===== src/rtl/tick_pkg.sv =====
package tick_pkg;

  typedef enum logic [1:0] {
    REG_CTRL = 2'd0,
    REG_LOAD = 2'd1,
    REG_CUR  = 2'd2,
    REG_CAL  = 2'd3
  } tick_reg_e;

  localparam int CTRL_RUN_BIT  = 0;
  localparam int CTRL_INT_BIT  = 1;
  localparam int CTRL_SRC_BIT  = 2;
  localparam int CTRL_FLAG_BIT = 16;

  typedef struct packed {
    logic src_core;
    logic int_en;
    logic run;
  } tick_ctrl_t;

  // Select the step source from the stored control fields.
  function automatic logic f_step(input tick_ctrl_t c, input logic ref_rise);
    return c.run & (c.src_core | ref_rise);
  endfunction

endpackage


===== src/rtl/tick_refsync.sv =====
module tick_refsync #(
  parameter int STAGES = 2
) (
  input  logic clk,
  input  logic rst_n,
  input  logic ref_in,
  output logic ref_rise
);
  logic [STAGES-1:0] chain;
  logic              last_lvl;

  for (genvar g = 0; g < STAGES; g++) begin : g_stage
    if (g == 0) begin : g_first
      always_ff @(posedge clk or negedge rst_n) begin
        if (!rst_n) chain[g] <= 1'b0;
        else        chain[g] <= ref_in;
      end
    end else begin : g_next
      always_ff @(posedge clk or negedge rst_n) begin
        if (!rst_n) chain[g] <= 1'b0;
        else        chain[g] <= chain[g-1];
      end
    end
  end

  always_ff @(posedge clk or negedge rst_n) begin
    if (!rst_n) last_lvl <= 1'b0;
    else        last_lvl <= chain[STAGES-1];
  end

  assign ref_rise = chain[STAGES-1] & ~last_lvl;
endmodule


===== src/rtl/tick_counter.sv =====
module tick_counter #(
  parameter int CNT_W = 24
) (
  input  logic             clk,
  input  logic             rst_n,
  input  logic             step,
  input  logic             clear,
  input  logic [CNT_W-1:0] reload_val,
  output logic [CNT_W-1:0] count,
  output logic             hit
);
  localparam logic [CNT_W-1:0] ONE = CNT_W'(1);

  // Reload at zero, otherwise decrement.
  function automatic logic [CNT_W-1:0] f_next_count(input logic [CNT_W-1:0] cur,
                                                    input logic [CNT_W-1:0] rel);
    return (cur == '0) ? rel : cur - ONE;
  endfunction

  always_ff @(posedge clk or negedge rst_n) begin
    if (!rst_n)     count <= '0;
    else if (clear) count <= '0;
    else if (step)  count <= f_next_count(count, reload_val);
  end

  assign hit = step & ~clear & (count == ONE);
endmodule


===== src/rtl/tick_regs.sv =====
module tick_regs
  import tick_pkg::*;
#(
  parameter int                CNT_W     = 24,
  parameter int                DATA_W    = 32,
  parameter logic [DATA_W-1:0] CAL_VALUE = '0
) (
  input  logic              clk,
  input  logic              rst_n,
  input  logic              bus_rd,
  input  logic              bus_wr,
  input  logic [1:0]        bus_addr,
  input  logic [DATA_W-1:0] bus_wdata,
  input  logic [CNT_W-1:0]  count,
  input  logic              hit,
  output tick_ctrl_t        ctrl_q,
  output logic [CNT_W-1:0]  reload_q,
  output logic              flag_q,
  output logic              cur_wr,
  output logic              ctrl_rd,
  output logic [DATA_W-1:0] bus_rdata,
  output logic              irq
);
  localparam int PAD_W = DATA_W - CNT_W;

  tick_reg_e sel;
  logic      ctrl_wr, load_wr;
  logic      unused_wbits;

  assign sel          = tick_reg_e'(bus_addr);
  assign ctrl_wr      = bus_wr & (sel == REG_CTRL);
  assign load_wr      = bus_wr & (sel == REG_LOAD);
  assign cur_wr       = bus_wr & (sel == REG_CUR);
  assign ctrl_rd      = bus_rd & (sel == REG_CTRL);
  assign unused_wbits = ^bus_wdata;

  function automatic logic [DATA_W-1:0] f_ctrl_word(input tick_ctrl_t c, input logic f);
    logic [DATA_W-1:0] w;
    w                = '0;
    w[CTRL_RUN_BIT]  = c.run;
    w[CTRL_INT_BIT]  = c.int_en;
    w[CTRL_SRC_BIT]  = c.src_core;
    w[CTRL_FLAG_BIT] = f;
    return w;
  endfunction

  function automatic logic [DATA_W-1:0] f_read_word(input tick_reg_e s,
                                                    input tick_ctrl_t c,
                                                    input logic f,
                                                    input logic [CNT_W-1:0] rel,
                                                    input logic [CNT_W-1:0] cur);
    case (s)
      REG_CTRL: return f_ctrl_word(c, f);
      REG_LOAD: return {{PAD_W{1'b0}}, rel};
      REG_CUR:  return {{PAD_W{1'b0}}, cur};
      default:  return CAL_VALUE;
    endcase
  endfunction

  always_ff @(posedge clk or negedge rst_n) begin
    if (!rst_n) begin
      ctrl_q <= '0;
    end else if (ctrl_wr) begin
      ctrl_q.run      <= bus_wdata[CTRL_RUN_BIT];
      ctrl_q.int_en   <= bus_wdata[CTRL_INT_BIT];
      ctrl_q.src_core <= bus_wdata[CTRL_SRC_BIT];
    end
  end

  always_ff @(posedge clk or negedge rst_n) begin
    if (!rst_n)       reload_q <= '0;
    else if (load_wr) reload_q <= bus_wdata[CNT_W-1:0];
  end

  // A new wrap takes priority over a clear so that no tick is lost.
  always_ff @(posedge clk or negedge rst_n) begin
    if (!rst_n)                flag_q <= 1'b0;
    else if (hit)              flag_q <= 1'b1;
    else if (ctrl_rd | cur_wr) flag_q <= 1'b0;
  end

  always_ff @(posedge clk or negedge rst_n) begin
    if (!rst_n)      bus_rdata <= '0;
    else if (bus_rd) bus_rdata <= f_read_word(sel, ctrl_q, flag_q, reload_q, count);
  end

  always_ff @(posedge clk or negedge rst_n) begin
    if (!rst_n) irq <= 1'b0;
    else        irq <= hit & ctrl_q.int_en;
  end
endmodule


===== src/rtl/tick_timer.sv =====
module tick_timer
  import tick_pkg::*;
#(
  parameter int                CNT_W       = 24,
  parameter int                DATA_W      = 32,
  parameter int                SYNC_STAGES = 2,
  parameter logic [DATA_W-1:0] CAL_VALUE   = 32'h0000_2710
) (
  input  logic              clk,
  input  logic              rst_n,
  input  logic              ref_clk,
  input  logic              bus_rd,
  input  logic              bus_wr,
  input  logic [1:0]        bus_addr,
  input  logic [DATA_W-1:0] bus_wdata,
  output logic [DATA_W-1:0] bus_rdata,
  output logic              irq
);
  tick_ctrl_t       ctrl_q;
  logic [CNT_W-1:0] reload_q;
  logic [CNT_W-1:0] count;
  logic             ref_rise, step, hit, flag_q, cur_wr, ctrl_rd, int_en;

  assign step   = f_step(ctrl_q, ref_rise);
  assign int_en = ctrl_q.int_en;

  tick_refsync #(.STAGES(SYNC_STAGES)) u_sync (
    .clk     (clk),
    .rst_n   (rst_n),
    .ref_in  (ref_clk),
    .ref_rise(ref_rise)
  );

  tick_counter #(.CNT_W(CNT_W)) u_cnt (
    .clk       (clk),
    .rst_n     (rst_n),
    .step      (step),
    .clear     (cur_wr),
    .reload_val(reload_q),
    .count     (count),
    .hit       (hit)
  );

  tick_regs #(.CNT_W(CNT_W), .DATA_W(DATA_W), .CAL_VALUE(CAL_VALUE)) u_regs (
    .clk      (clk),
    .rst_n    (rst_n),
    .bus_rd   (bus_rd),
    .bus_wr   (bus_wr),
    .bus_addr (bus_addr),
    .bus_wdata(bus_wdata),
    .count    (count),
    .hit      (hit),
    .ctrl_q   (ctrl_q),
    .reload_q (reload_q),
    .flag_q   (flag_q),
    .cur_wr   (cur_wr),
    .ctrl_rd  (ctrl_rd),
    .bus_rdata(bus_rdata),
    .irq      (irq)
  );
endmodule


===== config.mk =====
export PLATFORM = sky130hd
export DESIGN_NAME = tick_timer
export DESIGN_NICKNAME = d
export VERILOG_FILES = /design/src/rtl/tick_pkg.sv /design/src/rtl/tick_refsync.sv /design/src/rtl/tick_counter.sv /design/src/rtl/tick_regs.sv /design/src/rtl/tick_timer.sv
export SDC_FILE = /design/constraint.sdc
export NUM_CORES = 1
export LEC_CHECK = 0
export BUFFER_PORTS_ARGS = -buffer_cell sky130_fd_sc_hd__buf_2
export CORE_ASPECT_RATIO = 1.2
export CORE_MARGIN = 4
export CORE_UTILIZATION = 50
export CTS_BUF_LIST = sky130_fd_sc_hd__clkbuf_4
export DETAILED_ROUTE_END_ITERATION = 10
export PLACE_DENSITY = 0.83
export RECOVER_POWER = 50
export SYNTH_ARGS = -nofsm -noshare
export SYNTH_HDL_FRONTEND = slang
export SYNTH_SLANG_ARGS = --single-unit

===== constraint.sdc =====
create_clock -name clk -period 2.45 [get_ports clk]
set_input_delay 0.3675 -clock clk [delete_from_list [all_inputs] [get_ports clk]]
set_output_delay 0.3675 -clock clk [all_outputs]
set_load 0.02 [all_outputs]

-- After elaboration in Yosys (flattened, before gate mapping)
Index checks and enable logic that the tools add are counted.
- register bits after elaboration: 88
- input bits: 39
- output and inout bits: 33
- logic and storage cells: 38
- add/subtract/negate cells: 1
- equality and inequality tests: 3
- mux-type cells: 6
- bitwise logic cells: 13
- reductions and logical operators: 4
- operators with widths (operator ; count):
    $mux W24 ; 3
    $pmux W24 S3 ; 1
    $eq A24 B1 Y1 const B ; 1
    $logic_not A24 Y1 ; 1
    $sub A24 B1 Y24 const B ; 1
    $and A1 B1 Y1 ; 9
    $reduce_bool A2 Y1 ; 2
    $eq A2 B1 Y1 const B ; 1
    $eq A2 B2 Y1 const B ; 1
    $logic_not A2 Y1 ; 1
    $mux W1 ; 2
    $not A1 Y1 ; 2
    $or A1 B1 Y1 ; 2

-- Longest topological paths before layout
Gate-level depths: netlist of the first run.
- word-level depth: 7
- depth in mapped cells: 8
- depth with buffers taken out: 7

-- Modules after synthesis
From an unflattened synthesis of the first run, not the netlist that was laid out.
- cell total of the unflattened synthesis: 417
- area total of the unflattened synthesis: 4269.1 um^2
- modules (own cells, without submodules) (module ; instances ; cells each ; area each (um^2) ; sequential area each (um^2)):
    tick_regs ; 1 ; 211 ; 2461.1 ; 1326.3
    tick_counter ; 1 ; 201 ; 1711.6 ; 600.6
    tick_refsync ; 1 ; 4 ; 88.8 ; 75.1
    tick_timer ; 1 ; 1 ; 7.5 ; 0.0

-- Worst setup path before layout of the first run
No wires, ideal clock.
- kind: register to register
- start point: reg u_cnt.count[1]
- end point: reg u_cnt.count[20]
- library setup time: 0.125 ns
- data arrival time: 1.823 ns
- data required time: 2.325 ns
- slack: 0.502 ns
- stages on the path, launching flop included: 8
- path buffers: 0
- period minus slack after synthesis: 1.948 ns
- path through: dfrtp_1 -> inv_1 -> ha_1 -> nor3b_2 -> nand4_1 -> o41ai_1 -> o211a_1 -> o31ai_1
- cells in the longest elaborated chain, start to end: 4
- elaborated cells on any way between the ends: 5
- those cells by class: add/sub: 1; mux: 3; reduce/logical: 1
- ends and longest elaborated chain (element ; line ; RTL):
    start: declaration ; tick_counter.sv:9 ; output logic [CNT_W-1:0] count,
    start signal: assignment ; tick_counter.sv:23 ; else if (step) count <= f_next_count(count, reload_val);
    $sub A24 B1 Y24 or $logic_not A24 Y1 (tied branches) ; tick_counter.sv:17 ; return (cur == '0) ? rel : cur - ONE;
    $mux W24 (*) ; tick_counter.sv:17 ;
    $mux W24 (*) ; tick_counter.sv:23 ;
    $mux W24 (*) ; tick_counter.sv:22 ; else if (clear) count <= '0;
Every way passes the cells marked *; elsewhere a longest branch is shown, timed or not. The select of a mux whose other input is x is not followed.
A chain may end at the register's enable or synchronous reset.

-- Worst setup path after layout of the first run
Ends and elaborated chain as after synthesis.

==> impl_results.html, run 1 <==
<table>
<tr><th>Metric</th><th>Value</th></tr>
<tr><th colspan="2">Placed design</th></tr>
<tr><td>Instance area at placement</td><td>4590 um^2</td></tr>
<tr><td>HPWL Detailed</td><td>7360 um</td></tr>
<tr><td>Number of buffer cells added on primary ports</td><td>55</td></tr>
<tr><td>Global placement routability congestion</td><td>0.986</td></tr>
<tr><th colspan="2">Pwr</th></tr>
<tr><td>Clk pwr share</td><td>17.1%</td></tr>
<tr><td>Part of the power in registers</td><td>38.8%</td></tr>
<tr><td>Standby leakage power</td><td>2.12 nW</td></tr>
<tr><td>Sw Share</td><td>40.8%</td></tr>
<tr><td>VDD IR max</td><td>0.000500 V</td></tr>
<tr><td>Net load switching power</td><td>2.01 mW</td></tr>
<tr><td>Portion of total power attributed to combinational logic</td><td>44.2%</td></tr>
<tr><td>PD cells</td><td>1040 nW/um^2</td></tr>
<tr><td>Internal portion of total power</td><td>2.92 mW</td></tr>
<tr><th colspan="2">STA</th></tr>
<tr><td>Endpoints failing hold</td><td>0</td></tr>
<tr><td>Period utilization</td><td>92.7%</td></tr>
<tr><td>Post-Route Setup TNS</td><td>0 ns</td></tr>
<tr><td>Headroom to the max-slew limit</td><td>29.3%</td></tr>
<tr><td>Worst Clk Skew</td><td>0.0103 ns</td></tr>
<tr><td>Time the final worst path needs with I/O delays and setup</td><td>2.27 ns</td></tr>
<tr><td>Slew @ Worst Pin</td><td>1.06 ns</td></tr>
<tr><td>Final setup violation count</td><td>0</td></tr>
<tr><td>Pins Over Slew Limit</td><td>0</td></tr>
<tr><td>Max Clk Rate</td><td>440 MHz</td></tr>
<tr><td>Setup repair after global routing missed its margin</td><td>no</td></tr>
<tr><th colspan="2">Detailed routing</th></tr>
<tr><td>Routed wire per std cell</td><td>18.4 um</td></tr>
<tr><td>Antenna Nets Post-Route</td><td>0</td></tr>
<tr><td>Post-detailed-route via-to-cell ratio</td><td>6.17</td></tr>
<tr><td>Number of DRC violations after detailed routing</td><td>0</td></tr>
<tr><td>Via count of the routed design</td><td>3,537</td></tr>
<tr><td>Detailed router's first-iteration violation count</td><td>296</td></tr>
<tr><td>Number of detailed-routing iterations run before antenna repair</td><td>4</td></tr>
<tr><td>Total routed wirelength</td><td>10,500 um</td></tr>
<tr><th colspan="2">Clock network</th></tr>
<tr><td>Clock input transition at the sequential cells of the worst setup and hold paths</td><td>0.11 ns</td></tr>
<tr><td>Maximum buffer depth of the clock tree</td><td>2</td></tr>
<tr><td>Clk Latency, worst-skew pair</td><td>0.43 ns</td></tr>
<tr><td>Clock root buffer master</td><td>sky130_fd_sc_hd__clkbuf_4</td></tr>
<tr><td>H-tree depth</td><td>3</td></tr>
<tr><td>Count of buffers added by post-CTS timing repair for setup</td><td>0</td></tr>
<tr><td>Clock buffer count from CTS</td><td>9</td></tr>
<tr><td>TritonCTS clock tree</td><td>built</td></tr>
<tr><td># clock sinks</td><td>80</td></tr>
<tr><th colspan="2">Hold path</th></tr>
<tr><td>Worst min path class</td><td>input pin to register</td></tr>
<tr><th colspan="2">GRT</th></tr>
<tr><td>First-pass GRT wire length</td><td>17,400 um</td></tr>
<tr><td>Maximum number of pins on one net before global-route repair</td><td>46</td></tr>
<tr><td>Overall track demand over capacity in global routing</td><td>22.3%</td></tr>
<tr><td>Leftover overflow at the end of global routing</td><td>0</td></tr>
<tr><td>Antenna violations before repair</td><td>0</td></tr>
<tr><td>Via count of the first global-routing pass</td><td>3,438</td></tr>
<tr><th colspan="2">Final layout</th></tr>
<tr><td>Final instance area</td><td>4730 um^2</td></tr>
<tr><td>Filler Cell Count</td><td>701</td></tr>
<tr><td>Layout overhead on the synthesized area</td><td>13.6%</td></tr>
<tr><td>Nets</td><td>516</td></tr>
<tr><td>Ant. Diodes</td><td>0</td></tr>
<tr><td>Fraction of layout instances using a drive strength above 1</td><td>27.6%</td></tr>
<tr><td>Layout Utilization</td><td>58.4%</td></tr>
<tr><th colspan="2">Synthesis</th></tr>
<tr><td>Post-synthesis sequential element count</td><td>80</td></tr>
<tr><td>Top area cells in the synthesized netlist</td><td>sky130_fd_sc_hd__dfrtp_1 48%, sky130_fd_sc_hd__mux2_2 7.8%, sky130_fd_sc_hd__a21oi_1 4.7%</td></tr>
<tr><td>Adder-cell share of the synthesized area</td><td>0.901%</td></tr>
<tr><td>Post-synthesis instance total</td><td>413</td></tr>
<tr><td>Part of the Yosys area used for sequential elements</td><td>48.0%</td></tr>
<tr><td>Async SR Flop Fraction</td><td>100%</td></tr>
<tr><td>Synthesized-area fraction occupied by ao, oa, aoi and oai cells</td><td>20.5%</td></tr>
<tr><td>Share of cell area taken by muxes after synthesis</td><td>9.52%</td></tr>
<tr><td>Simple-Gate Fraction of Synth Area</td><td>14.6%</td></tr>
<tr><td>Top post-synthesis cells by count</td><td>80 x sky130_fd_sc_hd__dfrtp_1, 50 x sky130_fd_sc_hd__nor2_1, 39 x sky130_fd_sc_hd__a21oi_1</td></tr>
<tr><td>Yosys synthesis warning count</td><td>0</td></tr>
<tr><td>Dominant combinational cell family by area after synthesis</td><td>compound AO/OA/AOI/OAI gates</td></tr>
<tr><td>Most area-hungry cell type in the Yosys netlist</td><td>sky130_fd_sc_hd__dfrtp_1</td></tr>
<tr><td>Number of flops mapped to enable cells by yosys</td><td>0</td></tr>
<tr><td>Syn_area_per_cell</td><td>10.1 um^2</td></tr>
<tr><td>Xor/xnor share of the synthesized area</td><td>0.210%</td></tr>
<tr><td>Area fraction of the dominant cell type after synthesis</td><td>48.0%</td></tr>
<tr><td>Most frequently used cell type in the post-synthesis netlist</td><td>sky130_fd_sc_hd__dfrtp_1</td></tr>
<tr><td>Synth Cell Area</td><td>4170 um^2</td></tr>
<tr><td>Synth cell types</td><td>61</td></tr>
<tr><td>Leading register cell type out of synthesis</td><td>sky130_fd_sc_hd__dfrtp_1</td></tr>
<tr><th colspan="2">Floorplan</th></tr>
<tr><td># IOs</td><td>72</td></tr>
<tr><td>Area of the core</td><td>8110 um^2</td></tr>
<tr><td>Die Y-Extent</td><td>108 um</td></tr>
<tr><td>Die boundary width</td><td>91.3 um</td></tr>
<tr><td>Starting utilization of the core area</td><td>51.4%</td></tr>
<tr><td>Std-Cell Rows</td><td>36</td></tr>
<tr><td>Area of the die</td><td>9860 um^2</td></tr>
<tr><th colspan="2">Status</th></tr>
<tr><td>Run status</td><td>finished, final reports clean</td></tr>
<tr><th colspan="2">Critical path</th></tr>
<tr><td>Arrival time worst endpoint</td><td>2.56 ns</td></tr>
<tr><td>Kind of critical path</td><td>register to register</td></tr>
<tr><td>Kind of end point of the critical path</td><td>register</td></tr>
<tr><td>Critical Path Start Type</td><td>register</td></tr>
<tr><td>Endpoint required time on the critical path</td><td>2.74 ns</td></tr>
<tr><td>Peak fanout along the critical path</td><td>5</td></tr>
<tr><th colspan="2">Flow run</th></tr>
<tr><td>Max-capacitance violation count</td><td>0</td></tr>
</table>
metal layers:
metal | share of wire [%] | vias to the layer above | routed length [um] | track usage, %
li1 | - | 1629 | - | -
met1 | 41 | 1727 | 4290 | 28.5
met2 | 49 | 152 | 5180 | 37.0
met3 | 7.3 | 29 | 766 | 3.90
met4 | 2.9 | 0 | 305 | 10.5
met5 | 0 | - | 0 | 0
area by class of cell:
class,count,area [um^2],share of cell area [%]
sequential,80,2000,42.3
tap,95,119,2.51
clock buffer,10,75.1,1.59
timing repair buffer,80,480,10.2
clock inverter,5,72.6,1.53
inverter,11,41.3,0.873
multi-input combinational,292,1940,41.0
through the flow:
stage / worst slack, ns / instances / power, mW / hold slack, ns
final: 0.178 / 573 / 4.94 / 0.0381
after global routing: 0.0107 / 573 / 5.25 / 0.0101
after CTS: 0.195 / 573 / 4.93 / 0.00682
after detailed placement: 0.229 / 557 / 4.07 / 0.340
after global placement: 0.288 / 557 / 4.00 / 0.333
after floorplan: 0.502 / 420 / 3.41 / 0.0719
worst paths after layout:
path / start / end / slack (ns) / cells after the start
worst max-delay path: u_cnt.count[1] / u_cnt.count[20] / 0.18 / 7
worst min-delay path: ref_clk / u_sync.chain[0] / 0.04 / 1
worst max register to register: u_cnt.count[1] / u_cnt.count[20] / 0.18 / 7
worst min register to register: u_sync.chain[0] / u_sync.chain[1] / 0.37 / 0
max in group asynchronous: rst_n / u_regs.flag_q / 0.37 / 3
min in group asynchronous: rst_n / u_regs.reload_q[12] / 0.58 / 2
kinds of logic (layout without fill, tap and decap cells):
group | Yosys count | count (layout)
compound gates | 129 | 129
xor+xnor | 1 | 1
other cells | 1 | 8
buf+inv | 48 | 106
fa+ha+maj | 3 | 3
mux | 36 | 36
flops | 80 | 80
simple gates | 115 | 115
what timing repair did:
item,4_1_cts,5_1_grt
endpoints found under the setup margin,0,1
gates resized for setup,0,1
hold buffers,1,0
endpoints found under the hold margin,35,0
critical path, cell delays in order, from the launching register on:
cell and delay (ns):
sky130_fd_sc_hd__dfrtp_1 0.46, sky130_fd_sc_hd__inv_1 0.17, sky130_fd_sc_hd__ha_1 0.25, sky130_fd_sc_hd__nor3b_4 0.31
sky130_fd_sc_hd__nand4_1 0.27, sky130_fd_sc_hd__o41ai_1 0.41, sky130_fd_sc_hd__o211a_1 0.21, sky130_fd_sc_hd__o31ai_1 0.06
cells in the final DEF, fill, tap and decap left out, types with 6 or more instances in the layout:
| cell type | count |
|---|---|
| sky130_fd_sc_hd__clkbuf_4 | 10 |
| sky130_fd_sc_hd__nor3_1 | 9 |
| sky130_fd_sc_hd__buf_4 | 19 |
| sky130_fd_sc_hd__o21ai_0 | 12 |
| sky130_fd_sc_hd__nand3_1 | 7 |
| sky130_fd_sc_hd__o21ai_1 | 13 |
| sky130_fd_sc_hd__conb_1 | 8 |
| sky130_fd_sc_hd__a21oi_1 | 39 |
| sky130_fd_sc_hd__mux2_2 | 29 |
| sky130_fd_sc_hd__nand2_1 | 22 |
| sky130_fd_sc_hd__a22oi_1 | 15 |
| sky130_fd_sc_hd__inv_1 | 11 |
| sky130_fd_sc_hd__nor2_1 | 50 |
| sky130_fd_sc_hd__dfrtp_1 | 80 |
| sky130_fd_sc_hd__o2bb2ai_1 | 6 |
| sky130_fd_sc_hd__buf_2 | 55 |
| sky130_fd_sc_hd__o31ai_1 | 10 |
| sky130_fd_sc_hd__mux2i_1 | 7 |
power by group through the flow:
stage | logic [mW] | clock network (mW) | registers (mW)
finish | 2.18 | 0.843 | 1.92
global route | 2.38 | 0.921 | 1.95
CTS | 2.16 | 0.868 | 1.90
detailed placement | 2.14 | 0 | 1.93
global placement | 2.09 | 0 | 1.91
floorplan | 1.49 | 0 | 1.92
flip-flops by register name (all words and copies together) (netlist names):
register / cells
u_cnt.count: 24
u_regs.bus_rdata: 24
u_regs.ctrl_q: 3
u_regs.flag_q: 1
u_regs.irq: 1
u_regs.reload_q: 24
u_sync.chain: 2
u_sync.last_lvl: 1
Note: power is estimated with default switching activity, not from simulation.
==> run 2: changes to the inputs <==
--- a/config.mk
+++ b/config.mk
@@ -11,7 +11,7 @@
 export CORE_UTILIZATION = 50
 export CTS_BUF_LIST = sky130_fd_sc_hd__clkbuf_4
 export DETAILED_ROUTE_END_ITERATION = 10
-export PLACE_DENSITY = 0.83
+export PLACE_DENSITY = 0.73
 export RECOVER_POWER = 50
 export SYNTH_ARGS = -nofsm -noshare
 export SYNTH_HDL_FRONTEND = slang
==> run 2 against run 1 <==
The run now ends with capacitance limit, slew limit left. Clock power rose by 15%. Fmax rose by 2.1%. Via count decreased by 2.1%. Critical path depth unchanged. Global-route usage shrank 0.51 points. Utilization grew 0.22 points. First-iteration DRC count decreased by 26%. Total power rose by 1.8%. Register-to-register slack gained 0.05 ns. Hold slack got worse by 0.0092 ns.
==> impl_results.html, run 2 (synthesized netlist as in run 1, its figures left out) <==
<table>
<tr><th>Metric</th><th>Value</th></tr>
<tr><th colspan="2">Status</th></tr>
<tr><td>Run status</td><td>finished with violations</td></tr>
<tr><td>Failing checks</td><td>capacitance limit, slew limit</td></tr>
<tr><th colspan="2">Clock network</th></tr>
<tr><td>Clock root buffer master</td><td>sky130_fd_sc_hd__clkbuf_4</td></tr>
<tr><td>H-tree depth</td><td>3 (unchanged)</td></tr>
<tr><td>Cts hold-fix bufs</td><td>0 (-1)</td></tr>
<tr><td>Clock input transition at the sequential cells of the worst setup and hold paths</td><td>0.12 ns (about the same)</td></tr>
<tr><td>Maximum buffer depth of the clock tree</td><td>2 (unchanged)</td></tr>
<tr><td>Count of buffers added by post-CTS timing repair for setup</td><td>0 (unchanged)</td></tr>
<tr><td>Clock buffer count from CTS</td><td>9 (unchanged)</td></tr>
<tr><td>Post-cts sizing count</td><td>0 (unchanged)</td></tr>
<tr><td>Clk Latency, worst-skew pair</td><td>0.44 ns (about the same)</td></tr>
<tr><td>TritonCTS clock tree</td><td>built</td></tr>
<tr><td># clock sinks</td><td>80 (unchanged)</td></tr>
<tr><th colspan="2">Floorplan</th></tr>
<tr><td># IOs</td><td>72 (unchanged)</td></tr>
<tr><td>Die boundary width</td><td>91.3 um (unchanged)</td></tr>
<tr><td>Area of the die</td><td>9860 um^2 (unchanged)</td></tr>
<tr><td>Die Y-Extent</td><td>108 um (unchanged)</td></tr>
<tr><td>Std-Cell Rows</td><td>36 (unchanged)</td></tr>
<tr><td>Area of the core</td><td>8110 um^2 (unchanged)</td></tr>
<tr><td>Starting utilization of the core area</td><td>51.4% (unchanged)</td></tr>
<tr><th colspan="2">STA</th></tr>
<tr><td>Final setup violation count</td><td>0 (unchanged)</td></tr>
<tr><td>Post-Route Setup TNS</td><td>0 ns (unchanged)</td></tr>
<tr><td>Max Clk Rate</td><td>449 MHz (+2.1%)</td></tr>
<tr><td>Endpoints failing hold</td><td>0 (unchanged)</td></tr>
<tr><td>Setup repair after global routing missed its margin</td><td>no</td></tr>
<tr><td>Worst Clk Skew</td><td>0.0166 ns (+0.00629 ns)</td></tr>
<tr><td>Slew @ Worst Pin</td><td>1.95 ns (+0.892 ns)</td></tr>
<tr><td>Period utilization</td><td>90.8% (-1.9 points)</td></tr>
<tr><td>Headroom to the max-slew limit</td><td>-30.1% (-59 points)</td></tr>
<tr><td>Pins Over Slew Limit</td><td>81 (+81)</td></tr>
<tr><td>Time the final worst path needs with I/O delays and setup</td><td>2.23 ns (-0.0467 ns)</td></tr>
<tr><th colspan="2">Placed design</th></tr>
<tr><td>Placed cells</td><td>559 (+0.36%)</td></tr>
<tr><td>Global placement routability congestion</td><td>0.963 (-2.4%)</td></tr>
<tr><td>HPWL Detailed</td><td>7180 um (-2.4%)</td></tr>
<tr><td>Number of buffer cells added on primary ports</td><td>55 (unchanged)</td></tr>
<tr><th colspan="2">GRT</th></tr>
<tr><td>Antenna violations before repair</td><td>0 (unchanged)</td></tr>
<tr><td>Via count of the first global-routing pass</td><td>3,402 (-1.0%)</td></tr>
<tr><td>Leftover overflow at the end of global routing</td><td>0 (unchanged)</td></tr>
<tr><td>First-pass GRT wire length</td><td>17,000 um (-2.3%)</td></tr>
<tr><td>Maximum number of pins on one net before global-route repair</td><td>81 (+76%)</td></tr>
<tr><td>Overall track demand over capacity in global routing</td><td>21.8% (-0.51 points)</td></tr>
<tr><th colspan="2">Final layout</th></tr>
<tr><td>Top library cells by usage in the layout, fill and taps aside</td><td>80 x sky130_fd_sc_hd__dfrtp_1, 54 x sky130_fd_sc_hd__buf_2, 50 x sky130_fd_sc_hd__nor2_1</td></tr>
<tr><td>Ant. Diodes</td><td>0 (unchanged)</td></tr>
<tr><td>Fraction of layout instances using a drive strength above 1</td><td>28.2% (+0.57 points)</td></tr>
<tr><td>Leading cell type in the layout, fill and taps excluded</td><td>sky130_fd_sc_hd__dfrtp_1</td></tr>
<tr><td>Nets</td><td>517 (+0.19%)</td></tr>
<tr><td>Non-filler cells, final</td><td>574 (+0.17%)</td></tr>
<tr><td>Leading registers by flop count</td><td>u_cnt.count: 24 flops, u_regs.bus_rdata: 24 flops, u_regs.reload_q: 24 flops</td></tr>
<tr><td>Layout overhead on the synthesized area</td><td>14.0%</td></tr>
<tr><th colspan="2">Critical path</th></tr>
<tr><td>Reg-to-reg startpoint</td><td>u_cnt.count[1]</td></tr>
<tr><td>Worst path slowest cell</td><td>sky130_fd_sc_hd__dfrtp_1</td></tr>
<tr><td>Launch point of the critical path</td><td>u_cnt.count[1]</td></tr>
<tr><td>Kind of end point of the critical path</td><td>register</td></tr>
<tr><td>Kind of critical path</td><td>register to register</td></tr>
<tr><td>Critical Path Start Type</td><td>register</td></tr>
<tr><td>CP bufs+invs</td><td>1 (unchanged)</td></tr>
<tr><td>Cell Chain, Critical Path</td><td>inv_1, ha_1, nor3b_2, nand4_1, o41ai_1, o211a_1, o31ai_1</td></tr>
<tr><td>Largest incremental delay on the critical path</td><td>0.45 ns (about the same)</td></tr>
<tr><td>Cell family with most CP delay</td><td>compound AO/OA/AOI/OAI gates</td></tr>
<tr><td>Arrival time worst endpoint</td><td>2.54 ns (-0.02 ns)</td></tr>
<tr><td>Peak fanout along the critical path</td><td>5 (unchanged)</td></tr>
<tr><td>Endpoint required time on the critical path</td><td>2.76 ns (+0.02 ns)</td></tr>
<tr><th colspan="2">Detailed routing</th></tr>
<tr><td>Via count of the routed design</td><td>3,464 (-2.1%)</td></tr>
<tr><td>Routed wire per std cell</td><td>17.8 um (-3.0%)</td></tr>
<tr><td>Post-detailed-route via-to-cell ratio</td><td>6.03 (-2.2%)</td></tr>
<tr><td>Number of DRC violations after detailed routing</td><td>0 (unchanged)</td></tr>
<tr><td>Antenna Nets Post-Route</td><td>0 (unchanged)</td></tr>
<tr><td>Detailed router's first-iteration violation count</td><td>218 (-26%)</td></tr>
<tr><td>Total routed wirelength</td><td>10,200 um (-2.9%)</td></tr>
<tr><td>Number of detailed-routing iterations run before antenna repair</td><td>5 (+1)</td></tr>
<tr><th colspan="2">Pwr</th></tr>
<tr><td>VDD IR max</td><td>0.000600 V (+20%)</td></tr>
<tr><td>PD cells</td><td>1060 nW/um^2 (+1.5%)</td></tr>
<tr><td>Standby leakage power</td><td>2.14 nW (+0.76%)</td></tr>
<tr><th colspan="2">Hold path</th></tr>
<tr><td>Worst min path class</td><td>input pin to register</td></tr>
<tr><td>Start point of the worst min-delay path</td><td>ref_clk</td></tr>
<tr><th colspan="2">Flow run</th></tr>
<tr><td>Max-capacitance violation count</td><td>1 (+1)</td></tr>
</table>
## run 2: final timing paths
path / endpoint / slack (ns) / cells past startpoint
max: u_cnt.count[20] / 0.22 / 7
min: u_sync.chain[0] / 0.03 / 1
max reg2reg: u_cnt.count[20] / 0.22 / 7
min reg2reg: u_sync.chain[1] / 0.38 / 0
max in group asynchronous: u_regs.reload_q[3] / 0.83 / 1
min in group asynchronous: u_regs.reload_q[21] / 0.46 / 1
## run 2: routing by layer
metal / GRT usage [%] / part of all wire [%] / vias up
li1: - / - / 1629
met1: 28.8 / 43 / 1663
met2: 35.5 / 48 / 147
met3: 4.38 / 6.6 / 25
met4: 8.30 / 2.5 / 0
met5: 0 / 0 / -
## run 2: through the flow
stage / hold WS [ns] / util, % / power, mW / setup slack (ns) / instance area (um^2)
floorplan: 0.0719 / - / 3.41 / 0.502 / 4190
detailed placement: 0.340 / 56.5 / 4.05 / 0.264 / 4580
global placement: 0.340 / 56.5 / 4.00 / 0.332 / 4580
CTS: 0.00801 / 58.7 / 5.04 / 0.257 / 4760
global route: 0.0156 / 58.6 / 5.37 / 0.0634 / 4750
finish: 0.0290 / 58.6 / 5.03 / 0.225 / 4750
## run 2: layout make-up
type / count / area, um^2
clock buffer: 11 / 82.6
clock inverter: 4 / 93.8
fill: 721 / 3360
inverter: 11 / 41.3
multi-input combinational: 292 / 1940
sequential: 80 / 2000
tap: 95 / 119
timing repair buffer: 81 / 475
## run 2: worst register-to-register path, cell delays in order, from the launching register on
cell	delay [ns]
sky130_fd_sc_hd__dfrtp_1	0.45
sky130_fd_sc_hd__inv_1	0.15
sky130_fd_sc_hd__ha_1	0.22
sky130_fd_sc_hd__nor3b_2	0.35
sky130_fd_sc_hd__nand4_1	0.29
sky130_fd_sc_hd__o41ai_1	0.39
sky130_fd_sc_hd__o211a_1	0.20
sky130_fd_sc_hd__o31ai_1	0.06
## run 2: power by group
part	switching, mW	total, mW	internal, mW
Clock	0.440	0.972	0.532
Sequential	0.288	1.89	1.60
Combinational	1.27	2.17	0.906
Total	1.99	5.03	3.04
